<file path="src/rtl/scsi_tgt_pkg.sv">
package scsi_tgt_pkg;

  typedef enum logic [3:0] {
    PH_FREE  = 4'd0,
    PH_ARB   = 4'd1,
    PH_SEL   = 4'd2,
    PH_RESEL = 4'd3,
    PH_CMD   = 4'd4,
    PH_DOUT  = 4'd5,
    PH_DIN   = 4'd6,
    PH_STAT  = 4'd7,
    PH_MIN   = 4'd8,
    PH_MOUT  = 4'd9
  } phase_e;

  typedef enum logic [1:0] {
    EV_NONE = 2'd0,
    EV_DIN  = 2'd1,
    EV_DOUT = 2'd2,
    EV_STAT = 2'd3
  } evt_e;

  // {MSG, C/D, I/O} for each phase
  function automatic logic [2:0] phase_lines(phase_e p);
    case (p)
      PH_CMD:  return 3'b010;
      PH_DIN:  return 3'b001;
      PH_STAT: return 3'b011;
      PH_MIN:  return 3'b111;
      PH_MOUT: return 3'b110;
      default: return 3'b000;
    endcase
  endfunction

  // information-transfer phases: REQ/ACK handshake active, entry interrupts
  function automatic logic is_xfer(phase_e p);
    return (p == PH_CMD) || (p == PH_DOUT) || (p == PH_DIN) ||
           (p == PH_STAT) || (p == PH_MIN) || (p == PH_MOUT);
  endfunction

endpackage

</file>
<file path="src/rtl/scsi_sel_detect.sv">
module scsi_sel_detect #(
  parameter int DW  = 8,
  parameter int IDW = $clog2(DW)
) (
  input  logic           sel,
  input  logic           drive_data,
  input  logic [DW-1:0]  db,
  output logic           hit,
  output logic [IDW-1:0] id
);
  // lowest set bit wins: scan downward so the last match is the lowest
  always_comb begin
    id = '0;
    for (int i = DW - 1; i >= 0; i--) begin
      if (db[i]) id = IDW'(i);
    end
  end

  assign hit = sel && drive_data && (|db);
endmodule

</file>
<file path="src/rtl/scsi_phase_fsm.sv">
module scsi_phase_fsm
  import scsi_tgt_pkg::*;
#(
  parameter int DW  = 8,
  parameter int IDW = $clog2(DW)
) (
  input  logic           clk,
  input  logic           rst_n,
  input  logic           bus_rst,
  input  logic           arb_req,
  input  logic           sel,
  input  logic           ack,
  input  logic           sel_hit,
  input  logic [IDW-1:0] sel_id,
  input  logic           evt_valid,
  input  logic [1:0]     evt_kind,
  input  logic [DW-1:0]  evt_status,
  output logic           evt_ready,
  output phase_e         phase_q,
  output logic           req_q,
  output logic           bsy_q,
  output logic [IDW-1:0] id_q,
  output logic [DW-1:0]  stat_q
);
  phase_e         ph_d;
  logic           req_d, bsy_d, seen_q, seen_d;
  logic [IDW-1:0] id_d;
  logic [DW-1:0]  stat_d;
  logic           evt_take;

  assign evt_ready = !bus_rst &&
                     ((phase_q == PH_CMD) || (phase_q == PH_DIN) || (phase_q == PH_DOUT));
  assign evt_take  = evt_valid && evt_ready;

  always_comb begin
    ph_d   = phase_q;
    req_d  = req_q;
    bsy_d  = bsy_q;
    seen_d = seen_q;
    id_d   = id_q;
    stat_d = stat_q;
    if (is_xfer(phase_q)) req_d = !ack;
    case (phase_q)
      PH_FREE, PH_ARB: begin
        if (sel_hit) begin
          ph_d  = PH_SEL;
          bsy_d = 1'b1;
          id_d  = sel_id;
          req_d = 1'b0;
        end else if (phase_q == PH_FREE && arb_req) begin
          ph_d = PH_ARB;
        end else if (phase_q == PH_ARB && !arb_req) begin
          ph_d = PH_FREE;
        end
      end
      PH_SEL: begin
        if (!sel) begin
          ph_d  = PH_CMD;
          req_d = 1'b1;
        end
      end
      PH_CMD, PH_DIN, PH_DOUT: begin
        if (evt_take) begin
          case (evt_e'(evt_kind))
            EV_DIN:  ph_d = PH_DIN;
            EV_DOUT: ph_d = PH_DOUT;
            EV_STAT: begin
              ph_d   = PH_STAT;
              stat_d = evt_status;
              seen_d = 1'b0;
            end
            default: ;
          endcase
        end
      end
      PH_STAT: begin
        if (ack) seen_d = 1'b1;
        if (seen_q && !ack && !req_q) begin
          ph_d  = PH_MIN;
          req_d = 1'b1;
        end
      end
      PH_MIN: begin
        if (!ack && !req_q) begin
          ph_d  = PH_FREE;
          req_d = 1'b0;
          bsy_d = 1'b0;
        end
      end
      default: ;
    endcase
    if (bus_rst) begin
      ph_d   = PH_FREE;
      req_d  = 1'b0;
      bsy_d  = 1'b0;
      seen_d = 1'b0;
    end
  end

  always_ff @(posedge clk) begin
    if (!rst_n) begin
      phase_q <= PH_FREE;
      req_q   <= 1'b0;
      bsy_q   <= 1'b0;
      seen_q  <= 1'b0;
      id_q    <= '0;
      stat_q  <= '0;
    end else begin
      phase_q <= ph_d;
      req_q   <= req_d;
      bsy_q   <= bsy_d;
      seen_q  <= seen_d;
      id_q    <= id_d;
      stat_q  <= stat_d;
    end
  end

  a_r2_sel_has_bsy: assert property (@(posedge clk) disable iff (!rst_n)
    (phase_q == PH_SEL) |-> bsy_q);

  a_r4_sel_release: assert property (@(posedge clk) disable iff (!rst_n)
    (phase_q == PH_SEL && !sel && !bus_rst) |=> (phase_q == PH_CMD && req_q));

  a_r5_req_inverse: assert property (@(posedge clk) disable iff (!rst_n)
    ((phase_q == PH_CMD || phase_q == PH_DIN || phase_q == PH_DOUT) && !bus_rst)
      |=> (req_q == !$past(ack)));

  a_r8_msg_to_free: assert property (@(posedge clk) disable iff (!rst_n)
    (phase_q == PH_MIN && !ack && !req_q) |=> (phase_q == PH_FREE && !bsy_q));

  a_r10_bus_reset: assert property (@(posedge clk) disable iff (!rst_n)
    bus_rst |=> (phase_q == PH_FREE && !bsy_q && !req_q));
endmodule

</file>
<file path="src/rtl/scsi_line_drive.sv">
module scsi_line_drive
  import scsi_tgt_pkg::*;
#(
  parameter int DW = 8
) (
  input  logic          clk,
  input  logic          rst_n,
  input  logic          bus_rst,
  input  phase_e        phase_q,
  input  logic          req_q,
  input  logic          bsy_q,
  input  logic [DW-1:0] stat_q,
  output logic          msg,
  output logic          cd,
  output logic          io,
  output logic          bsy,
  output logic          req,
  output logic [DW-1:0] db_out,
  output logic          irq
);
  phase_e     prev_q;
  logic [2:0] lines;

  assign lines          = phase_lines(phase_q);
  assign {msg, cd, io}  = bus_rst ? 3'b000 : lines;
  assign bsy            = bsy_q && !bus_rst;
  assign req            = req_q && !bus_rst;
  assign db_out         = (phase_q == PH_STAT) ? stat_q : '0;

  always_ff @(posedge clk) begin
    if (!rst_n) prev_q <= PH_FREE;
    else        prev_q <= phase_q;
  end

  assign irq = (phase_q != prev_q) && is_xfer(phase_q);

  a_r9_no_irq_free: assert property (@(posedge clk) disable iff (!rst_n)
    (phase_q == PH_FREE || phase_q == PH_ARB || phase_q == PH_SEL) |-> !irq);

  a_r1_msg_lines: assert property (@(posedge clk) disable iff (!rst_n)
    $rose(msg) |-> (cd && io));
endmodule

</file>
<file path="src/rtl/scsi_tgt_seq.sv">
module scsi_tgt_seq
  import scsi_tgt_pkg::*;
#(
  parameter int DW  = 8,
  parameter int IDW = $clog2(DW)
) (
  input  logic           clk,
  input  logic           rst_n,
  input  logic           bus_rst,
  input  logic           arb_req,
  input  logic           sel,
  input  logic           ack,
  input  logic           drive_data,
  input  logic [DW-1:0]  db_in,
  input  logic           evt_valid,
  output logic           evt_ready,
  input  logic [1:0]     evt_kind,
  input  logic [DW-1:0]  evt_status,
  output logic           tgt_msg,
  output logic           tgt_cd,
  output logic           tgt_io,
  output logic           tgt_bsy,
  output logic           tgt_req,
  output logic [DW-1:0]  db_out,
  output logic [IDW-1:0] tgt_id,
  output logic [3:0]     phase_o,
  output logic           irq
);
  logic           sel_hit;
  logic [IDW-1:0] sel_id;
  phase_e         phase_q;
  logic           req_q, bsy_q;
  logic [DW-1:0]  stat_q;

  scsi_sel_detect #(.DW(DW), .IDW(IDW)) u_sel (
    .sel(sel), .drive_data(drive_data), .db(db_in), .hit(sel_hit), .id(sel_id)
  );

  scsi_phase_fsm #(.DW(DW), .IDW(IDW)) u_fsm (
    .clk(clk), .rst_n(rst_n), .bus_rst(bus_rst), .arb_req(arb_req),
    .sel(sel), .ack(ack), .sel_hit(sel_hit), .sel_id(sel_id),
    .evt_valid(evt_valid), .evt_kind(evt_kind), .evt_status(evt_status),
    .evt_ready(evt_ready), .phase_q(phase_q), .req_q(req_q), .bsy_q(bsy_q),
    .id_q(tgt_id), .stat_q(stat_q)
  );

  scsi_line_drive #(.DW(DW)) u_drv (
    .clk(clk), .rst_n(rst_n), .bus_rst(bus_rst), .phase_q(phase_q),
    .req_q(req_q), .bsy_q(bsy_q), .stat_q(stat_q),
    .msg(tgt_msg), .cd(tgt_cd), .io(tgt_io), .bsy(tgt_bsy), .req(tgt_req),
    .db_out(db_out), .irq(irq)
  );

  assign phase_o = phase_q;
endmodule

</file>
<file path="config.mk">
export PLATFORM = sky130hd
export DESIGN_NAME = scsi_tgt_seq
export DESIGN_NICKNAME = d
export VERILOG_FILES = /design/src/rtl/scsi_tgt_pkg.sv /design/src/rtl/scsi_sel_detect.sv /design/src/rtl/scsi_phase_fsm.sv /design/src/rtl/scsi_line_drive.sv /design/src/rtl/scsi_tgt_seq.sv
export SDC_FILE = /design/constraint.sdc
export NUM_CORES = 1
export LEC_CHECK = 0
export BUFFER_PORTS_ARGS = -buffer_cell sky130_fd_sc_hd__buf_2
export CAP_MARGIN = 20
export CORE_UTILIZATION = 30
export DETAILED_ROUTE_END_ITERATION = 12
export GPL_ROUTABILITY_DRIVEN = 0
export PLACE_DENSITY_LB_ADDON = 0.15
export SYNTH_ARGS = -nofsm -noshare
export SYNTH_HDL_FRONTEND = slang
export SYNTH_SLANG_ARGS = --single-unit
</file>
<file path="constraint.sdc">
create_clock -name clk -period 1.8 [get_ports clk]
set_clock_uncertainty 0.15 [all_clocks]
set_input_delay 0.09 -clock clk [delete_from_list [all_inputs] [get_ports clk]]
set_output_delay 0.09 -clock clk [all_outputs]
set_load 0.03 [all_outputs]
</file>
# [Yosys cells after proc, flatten, opt, wreduce, memory -nomap -nowiden]
# Index checks and enable logic that the tools add are counted.
[word_totals] out_inout_bits=22 input_bits=26 regBits=22
[classes] eq_ne=21 n_bitwise=1 reduce_logical=36 muxes=33
[ops] op="$mux 4" count=7
[ops] op="$mux 3" count=9
[ops] op="$pmux 4 s5" count=1
[ops] op="$eq 4x3->1 const B" count=4
[ops] op="$pmux 3 s5" count=1
[ops] op="$logic_and 1x1->1" count=12
[ops] op="$pmux 4 s3" count=1
[ops] op="$mux 1" count=10
[ops] op="$ne 2x2->1 const B" count=5
[ops] op="$eq 4x4->1 const B" count=2
[ops] op="$mux 8" count=1
[ops] op="$reduce_or 8->1" count=1
[ops] op="$logic_or 1x1->1" count=7
[ops] op="$reduce_and 7->1" count=1
[ops] op="$reduce_and 3->1" count=2
[ops] op="$reduce_bool 5->1" count=1
[ops] op="$eq 2x2->1 const B" count=2
[ops] op="$eq 4x1->1 const B" count=1
[ops] op="$eq 4x2->1 const B" count=1
[ops] op="$logic_not 1->1" count=4
[ops] op="$logic_not 4->1" count=1
[ops] op="$ne 2x1->1 const B" count=2
[ops] op="$ne 4x2->1 const B" count=1
[ops] op="$ne 4x3->1 const B" count=1
[ops] op="10 further kinds" count=13

# [Longest topological paths before layout]
# Gate-level depths: netlist of run 1.
[depth] depth_word=9 mapped_depth=7

# [Cells and area by module]
# Synthesis of run 1 repeated with hierarchy kept, for this count alone.
[hier_totals] cells_unflattened=170 area_unflattened_um2=1483.9
[by_module_without_submodules] module="scsi_phase_fsm" area_per_inst_um2=1077.3 seq_area_each_um2=360.3 cells_each=115 instances=1
[by_module_without_submodules] module="scsi_line_drive" area_per_inst_um2=321.6 seq_area_each_um2=80.1 cells_each=41 instances=1
[by_module_without_submodules] module="scsi_sel_detect" area_per_inst_um2=85.1 seq_area_each_um2=0.0 cells_each=14 instances=1

# [Least setup slack after synthesis of run 1]
# No wires, ideal clock.
[synth_path] path_kind="register to output" from="register u_fsm.phase_q[3]" to="output tgt_msg" required_ns=1.560 stages_incl_launch_ff=3 t_arrival_ns=1.923 setup_slack_ns=-0.363 path_cell_list="dfxtp_1 clkbuf_1 nor4b_1"
[synth_between] elab_chain_cells=3 word_cells_on_any_way=7 classes_between="eq/ne (5); mux (2)"
[synth_lines] element="start: declaration" line="scsi_phase_fsm.sv:19" rtl="output phase_e phase_q,"
[synth_lines] element="start signal: assignment" line="scsi_phase_fsm.sv:109" rtl="phase_q <= ph_d;"
[synth_lines] element="$eq 4x4->1 / $eq 4x3->1 (equally long branches)" line="scsi_tgt_pkg.sv:25" rtl="case (p)"
[synth_lines] element="$pmux 3 s5 *" line="scsi_tgt_pkg.sv:25"
[synth_lines] element="$mux 3 *" line="scsi_line_drive.sv:25" rtl="assign {msg, cd, io} = bus_rst ? 3'b000 : lines;"
[synth_lines] element="end: declaration" line="scsi_tgt_seq.sv:19" rtl="output logic tgt_msg,"
# Mark *: on every way between the ends. The rest lies on a longest branch, timed or not.

# [Worst setup path in the final report of run 1]
[layout_path] from="register u_fsm.phase_q[2]" to="register u_fsm.phase_q[0]"
[layout_between] elab_chain_cells=7 word_cells_on_any_way=27 classes_between="eq/ne (13); mux (3); reduce/logical (11)"
[layout_lines] element="$eq 4x3->1" line="scsi_phase_fsm.sv:32, scsi_phase_fsm.sv:43"
[layout_lines] element="$logic_or 1x1->1 (2 in a row)" line="scsi_phase_fsm.sv:32" rtl="((phase_q == PH_CMD) || (phase_q == PH_DIN) || (phase_q == PH_DOUT));"
[layout_lines] element="$logic_and 1x1->1" line="scsi_phase_fsm.sv:31" rtl="assign evt_ready = !bus_rst &&"
[layout_lines] element="$logic_and 1x1->1" line="scsi_phase_fsm.sv:33" rtl="assign evt_take = evt_valid && evt_ready;"
[layout_lines] element="$ne 2x1->1 (no source line)"
[layout_lines] element="$reduce_and 7->1 (no source line)"
# Several ways; a longest one is shown, not always the timed one.
# A chain may end at the register's enable or synchronous reset.

==> impl_results.md, run 1 <==
- Drt wl/cell: between 10 and 15 um
- Finished Cell Area: 0.00215 mm^2
- Drt pass-1 iters: 4
- Largest area contributor in the netlist: dfxtp_1
- Boundary Pins: 48
- Slew HR: 0.753
- Mapped cell area: ~0.0014 mm^2
- Clock Tree Root: clkbuf_8
- Initial antenna violation count: 0
- Longest Clk Path Bufs: 2
- RR Startpoint: u_fsm.phase_q[2]
- Area contributors post-synth: dfxtp_1 32%, mux2i_1 7.2%, nor2b_1 6.8%
- Clock sink count: 22
- Max VDD drop: slightly below 0.0003 V
- Pleak: around 0.00091 uW
- Switching power: roughly 260 uW
- Fin. max-slew vios: 0
- Setup violators final: 0
- RSZ-0062 raised after global routing: yes
- First-pass GRT wire length: between 5000 and 6000 um
- Worst hold path depth: 2
- H-tree lvl count: 1
- DRT iter0 DRCs: between 60 and 70
- Critical path class: flip-flop to flip-flop
- Final Hold Viols: 0
- Syn Area/Cell: 8.74 um^2
- Worst Hold End: u_fsm.id_q[2]
- Clock power frac: 0.415
- Top_reg_cell synth: dfxtp_1
- Worst-path clk slew: 0.08 ns
- Vias in the first global route: ~1300
- Reg2reg setup slack: ~0.028 ns
- Die Y: ~70 um
- DP Area: 0.00173 mm^2
- Total GRT Usage: 0.148
- Final net count: 264
- Worst EP required: ~1.8 ns
- Flop pwr share: 0.439
- Synthesized instance count: 159
- Status: finished, final reports clean
- FP Rows: 24
- Port buffer count: 47
- WL final: around 3900 um
- Floorplan die width: ~70 um
- Max cap viols: 0
- CORE AREA: roughly 0.0044 mm^2
- Final-layout fill cell count: roughly 420
- Final worst path period need: ~1.8 ns
- Switching portion of total power: 0.233
- Worst reg2reg path depth: 6
- Synth warn: 0
- Hold Crit Start: rst_n
- Worst path arrival time: 1.80 ns
- Top cell type's share of synthesized area: 0.317
- Largest net degree at the start of global routing: 18
- CTS tree: built
- Post-route ant nets: 0
- Gr ovfl total: 0
- Hold crit path type: input port to flip-flop
- EDFF count, synth: 0
- Final core occ: 0.488
- Total number of vias: around 1400
- Hpwl dp: 2680 um
- Yosys reg bits: 22
- Crit path from: u_fsm.phase_q[2]
- Internal power: ~870 uW
- DRC errors left: 0
- Full die area: just under 0.005 mm^2
- Net Count, Synth: around 190
- Area delta synth->final: 55.0%
- CP max FO: 6
- Pwr/cell area: ~520 mW/mm^2
- Vias/cell: ~5.0
- TritonCTS Buffers: 3
- Initial Util: 0.315
- Asr flop ratio synth: 0
- Max Freq: about 0.56 GHz
- Synth unique cells: 47
- Startpoint Class: flip-flop
- Slew @ Worst Pin: approximately 0.37 ns
- Worst R2R End: u_fsm.phase_q[0]
- Diode count: 0
- Worst setup EP type: flip-flop
- Layout cells sized above 1: 0.449
- Hold WS: 0.0242 ns
- Combinational share of power: 0.147
- Worst-skew pair later-pin latency: roughly 0.26 ns
- Power Total: 1130 uW
- Sequential area share after synthesis: 0.317
- Crit share post-route: 0.984
critical path, stage by stage, from the launching register on:
cell     delay (ns)
dfxtp_4        0.38
or2b_4         0.30
buf_4          0.15
o32ai_4        0.32
buf_4          0.17
nor4_2         0.04
nor3_2         0.18
how the worst max path moves through the flow:
stage / endpoint / slack (ns) / depth (start not counted)
finish: u_fsm.phase_q[0] / 0.03 / 6
global placement: u_fsm.stat_q[4] / 0.04 / 6
global route: u_fsm.phase_q[2] / -0.07 / 6
detailed placement: u_fsm.phase_q[0] / 0.00008 / 5
floorplan: u_fsm.phase_q[0] / 0.002 / 6
CTS: db_out[0] / 0.0002 / 5
registers in the layout, summed over array words and instances (netlist names):
register and count:
u_fsm.bsy_q 1, u_fsm.id_q 3, u_fsm.stat_q 8, u_fsm.seen_q 1
u_fsm.phase_q 4, u_fsm.req_q 1, u_drv.prev_q 4
cell usage after synthesis, drive strengths merged, types with 2 or more instances:
cell type   n
nand3       2
inv         6
o31ai       2
a311oi      2
ha          3
nor2       12
clkbuf      4
o21ai       9
nor2b      15
o22ai       2
nand2b      2
mux2i      10
or4         2
a21boi      2
or2b        2
and2       13
nor3b       2
buf         4
nor3        5
nor4b       3
nand2      10
dfxtp      22
a21oi       7
placed cells by master, fill, tap and decap left out, types with 2 or more instances in the layout:
cell / instances
nand2_1: 8
nor4b_2: 3
o22ai_1: 2
inv_1: 6
dfxtp_4: 4
o21ai_0: 7
dfxtp_1: 18
buf_2: 37
buf_6: 6
o31ai_1: 2
clkbuf_8: 3
or4_4: 2
mux2i_1: 9
nor2b_1: 15
nand2b_1: 2
ha_1: 3
and2_1: 13
dlygate4sd3_1: 10
a311oi_1: 2
a21oi_1: 5
nor3_1: 2
nor3_4: 2
buf_4: 26
nand3_1: 2
nor2_1: 10
metal layers:
layer	up-vias	share of wire	track usage	wire length, um
li1	713	-	-	-
met1	661	0.46	0.186	1780
met2	43	0.49	0.259	1910
met3	6	0.048	0.0303	189
met4	0	0.0089	0.0333	35
met5	-	0	0	0
metrics by stage:
step	setup slack [ns]	setup TNS, ns	std cells
after global placement	0.0386	0	259
after detailed placement	0.0000767	0	259
final	0.0281	0	286
after global routing	-0.0714	-0.185	286
after CTS	0.000244	0	278
after floorplan	0.00200	0	159
cell families after synthesis:
family / count (synthesis) / synth area share
simple gates: 74 / 0.327
compound gates: 34 / 0.190
flops: 22 / 0.317
buf+inv: 14 / 0.0549
mux: 10 / 0.0720
fa+ha+maj: 3 / 0.0270
xor+xnor: 2 / 0.0126
power groups by stage:
stage	combinational, uW	clock [uW]	sequential (uW)
after CTS	159	473	497
after floorplan	73.2	0	515
after global placement	134	0	511
after detailed placement	135	0	511
final	166	468	496
after global routing	180	497	497
repair_timing:
item	4_1_cts	5_1_grt
pin swaps	1	9
hold endpoints to repair	10	0
hold buffers	10	0
resized for setup	22	23
endpoints found under the setup margin	12	24
gates cloned	1	1
setup buffers	4	7
area by class of cell:
cell class              count  area [um^2]  area share
clock buffers               3         41.3      0.0192
repair buffers             79          548       0.254
flip-flops and latches     22          455       0.211
clock inverters             1         30.0      0.0139
well taps                  52         65.1      0.0302
inverters                   6         22.5      0.0105
multi-input cells         123          992       0.461
(Power assumes the default switching activity.)
==> run 2, diff against run 1 <==
CTS_CLUSTER_SIZE = 24   (was default)
SETUP_SLACK_MARGIN = 0.3   (was default)
==> run 2 against run 1 <==
Non-clock buffer count is 8 higher; utilization grew 4.8 points; setup slack gained 0.012 ns; clock-buffer cell count increased by 1; wire length grew 4.4%; sequential power is essentially flat; first-iteration DRC count down 1.5%.
==> impl_results.md, run 2 (synthesized netlist as in run 1, its figures left out) <==
- Crit share post-route: 0.978 (was 0.984)
- Post-route ant nets: 0 (unchanged)
- Pleak: 0.00101 uW (was 0.000913 uW)
- Worst setup EP type: output port (was flip-flop)
- Port buffer count: 47 (unchanged)
- H-tree lvl count: 1 (unchanged)
- Drt pass-1 iters: 4 (unchanged)
- Drt wl/cell: 13.9 um (was 13.7 um)
- Final-layout fill cell count: 407 (was 418)
- Commonest non-fill, non-tap cell in the layout: buf_2 (unchanged)
- Slew HR: 0.752 (was 0.753)
- CORE AREA: 0.00441 mm^2 (unchanged)
- Setup violators final: 0 (unchanged)
- Worst path cell trace: or4b_4 -> a21oi_2 -> buf_6 (was or2b_4 -> buf_4 -> o32ai_4 -> buf_4 -> nor4_2 -> nor3_2)
- Max cap viols: 0 (unchanged)
- WL final: 4090 um (was 3920 um)
- DRT iter0 DRCs: 64 (was 65)
- Final net count: 272 (was 264)
- Vias/cell: 4.94 (was 4.98)
- Slew @ Worst Pin: 0.367 ns (was 0.370 ns)
- Layout cells sized above 1: 0.541 (was 0.449)
- Final worst path period need: 1.76 ns (was 1.77 ns)
- Worst-skew pair later-pin latency: 0.26 ns (about the same)
- Most frequent cells in the layout: 34 x buf_2, 25 x buf_6, 18 x dfxtp_1 (was 37 x buf_2, 26 x buf_4, 18 x dfxtp_1)
- Pwr/cell area: 462 mW/mm^2 (was 524 mW/mm^2)
- Max VDD drop: 0.000317 V (was 0.000289 V)
- Boundary Pins: 48 (unchanged)
- Startpoint Class: flip-flop (unchanged)
- Hold crit path type: input port to flip-flop (unchanged)
- Area delta synth->final: 70.2% (was 55.0%)
- Initial Util: 0.315 (unchanged)
- Top reg by flops: u_fsm.stat_q (unchanged)
- Total number of vias: 1452 (was 1423)
- Max Freq: 0.568 GHz (was 0.564 GHz)
- Initial antenna violation count: 0 (unchanged)
- Crit path from: u_fsm.phase_q[2] (unchanged)
- Hold Crit Start: ack (was rst_n)
- CP max FO: 6 (unchanged)
- Top flop regs: u_fsm.stat_q x8, u_drv.prev_q x4, u_fsm.phase_q x4 (unchanged)
- Largest net degree at the start of global routing: 18 (unchanged)
- Final worst setup slack: 0.0403 ns (was 0.0281 ns)
- Worst-path clk slew: 0.08 ns (about the same)
- First-pass GRT wire length: 6450 um (was 5820 um)
- Gr ovfl total: 0 (unchanged)
- CTS tree: built (unchanged)
- Clock Tree Root: clkbuf_8 (unchanged)
- Diode count: 0 (unchanged)
- Hpwl dp: 2660 um (was 2680 um)
- Hold WS: 0.0133 ns (was 0.0242 ns)
- CP peak stage delay: 0.58 ns (was 0.38 ns)
- Dpl ws: 0.0146 ns (was 0.0000767 ns)
- Fin. max-slew vios: 0 (unchanged)
- Total GRT Usage: 0.164 (was 0.148)
- FP Rows: 24 (unchanged)
- Inst Count DP: 258 (was 259)
- Sum Neg Setup Slack: 0 ns (unchanged)
- Longest Clk Path Bufs: 2 (unchanged)
- Vias in the first global route: 1374 (was 1284)
- Critical path class: flip-flop to output port (was flip-flop to flip-flop)
- TritonCTS Buffers: 3 (unchanged)
- Die Y: 70.1 um (unchanged)
- Post-Layout Cell Count: 294 (was 286)
- Clock sink count: 22 (unchanged)
- RSZ-0062 raised after global routing: yes (unchanged)
- CP max-delay cell: or4b_4 (was dfxtp_4)
- Worst EP required: 1.56 ns (was 1.83 ns)
- Worst path arrival time: 1.52 ns (was 1.80 ns)
- Status: finished, final reports clean (unchanged)
- Full die area: 0.00491 mm^2 (unchanged)
- DRC errors left: 0 (unchanged)
- RR Startpoint: u_fsm.phase_q[2] (unchanged)
- Max reg flops: 8 (unchanged)
- Final Hold Viols: 0 (unchanged)
- Floorplan die width: 70.1 um (unchanged)
==> run 2: changes by cell type in the layout (fill, tap and decap cells not counted), moves of 3 or more <==
cell	change
and2_4	+8
buf_4	-9
buf_6	+19
o21ai_0	-4
and2_1	-8
buf_2	-3
==> run 2: layout make-up <==
| type | instances | area, um^2 | area share |
|---|---|---|---|
| Tap cell | 52 | 65.1 | 0.0275 |
| Clock buffer | 4 | 66.3 | 0.0280 |
| Inverter | 6 | 22.5 | 0.00952 |
| Timing Repair Buffer | 87 | 689 | 0.291 |
| Multi-Input combinational cell | 123 | 1070 | 0.451 |
| Sequential cell | 22 | 455 | 0.192 |
==> run 2: routing by layer <==
layer / part of all wire / wire length [um] / GRT usage
met1: 0.45 / 1840 / 0.223
met5: 0 / 0 / 0
met2: 0.50 / 2060 / 0.266
met3: 0.036 / 147 / 0.0245
met4: 0.010 / 42 / 0.0489
==> run 2: final timing paths <==
| check | endpoint | slack, ns | depth (start not counted) |
|---|---|---|---|
| max | tgt_io | 0.04 | 3 |
| min | u_fsm.seen_q | 0.01 | 3 |
| max reg2reg | u_fsm.phase_q[2] | 0.06 | 6 |
| min reg2reg | u_fsm.id_q[0] | 0.32 | 2 |
==> run 2: repair_timing <==
action / 4_1_cts / 5_1_grt
gates resized for setup: 61 / 19
setup endpoints to repair: 30 / 31
pin swaps: 21 / 11
cloned: 1 / 0
endpoints found under the hold margin: 9 / 0
setup buffers: 17 / 3
hold buffers: 11 / 0
==> run 2: critical path, delay by kind of cell (launching register included) <==
kind / cells / cell delay [ns]
flops: 1 / 0.37
buf+inv: 1 / 0.15
compound gates: 1 / 0.17
simple gates: 1 / 0.58
==> run 2: power by group <==
part | leakage, uW | switching (uW) | internal [uW]
registers | 0.000181 | 8.36 | 488
clock network | 0.0000339 | 167 | 241
logic | 0.000797 | 93.3 | 94.9
total | 0.00101 | 269 | 824
==> run 2: per-stage QoR <==
step | power [uW] | area [um^2] | util
2_1_floorplan | 585 | 1450 | -
3_3_place_gp | 639 | 1750 | 0.396
3_5_place_dp | 642 | 1750 | 0.396
4_1_cts | 1090 | 2270 | 0.514
5_1_grt | 1150 | 2370 | 0.536
6_report | 1090 | 2370 | 0.536
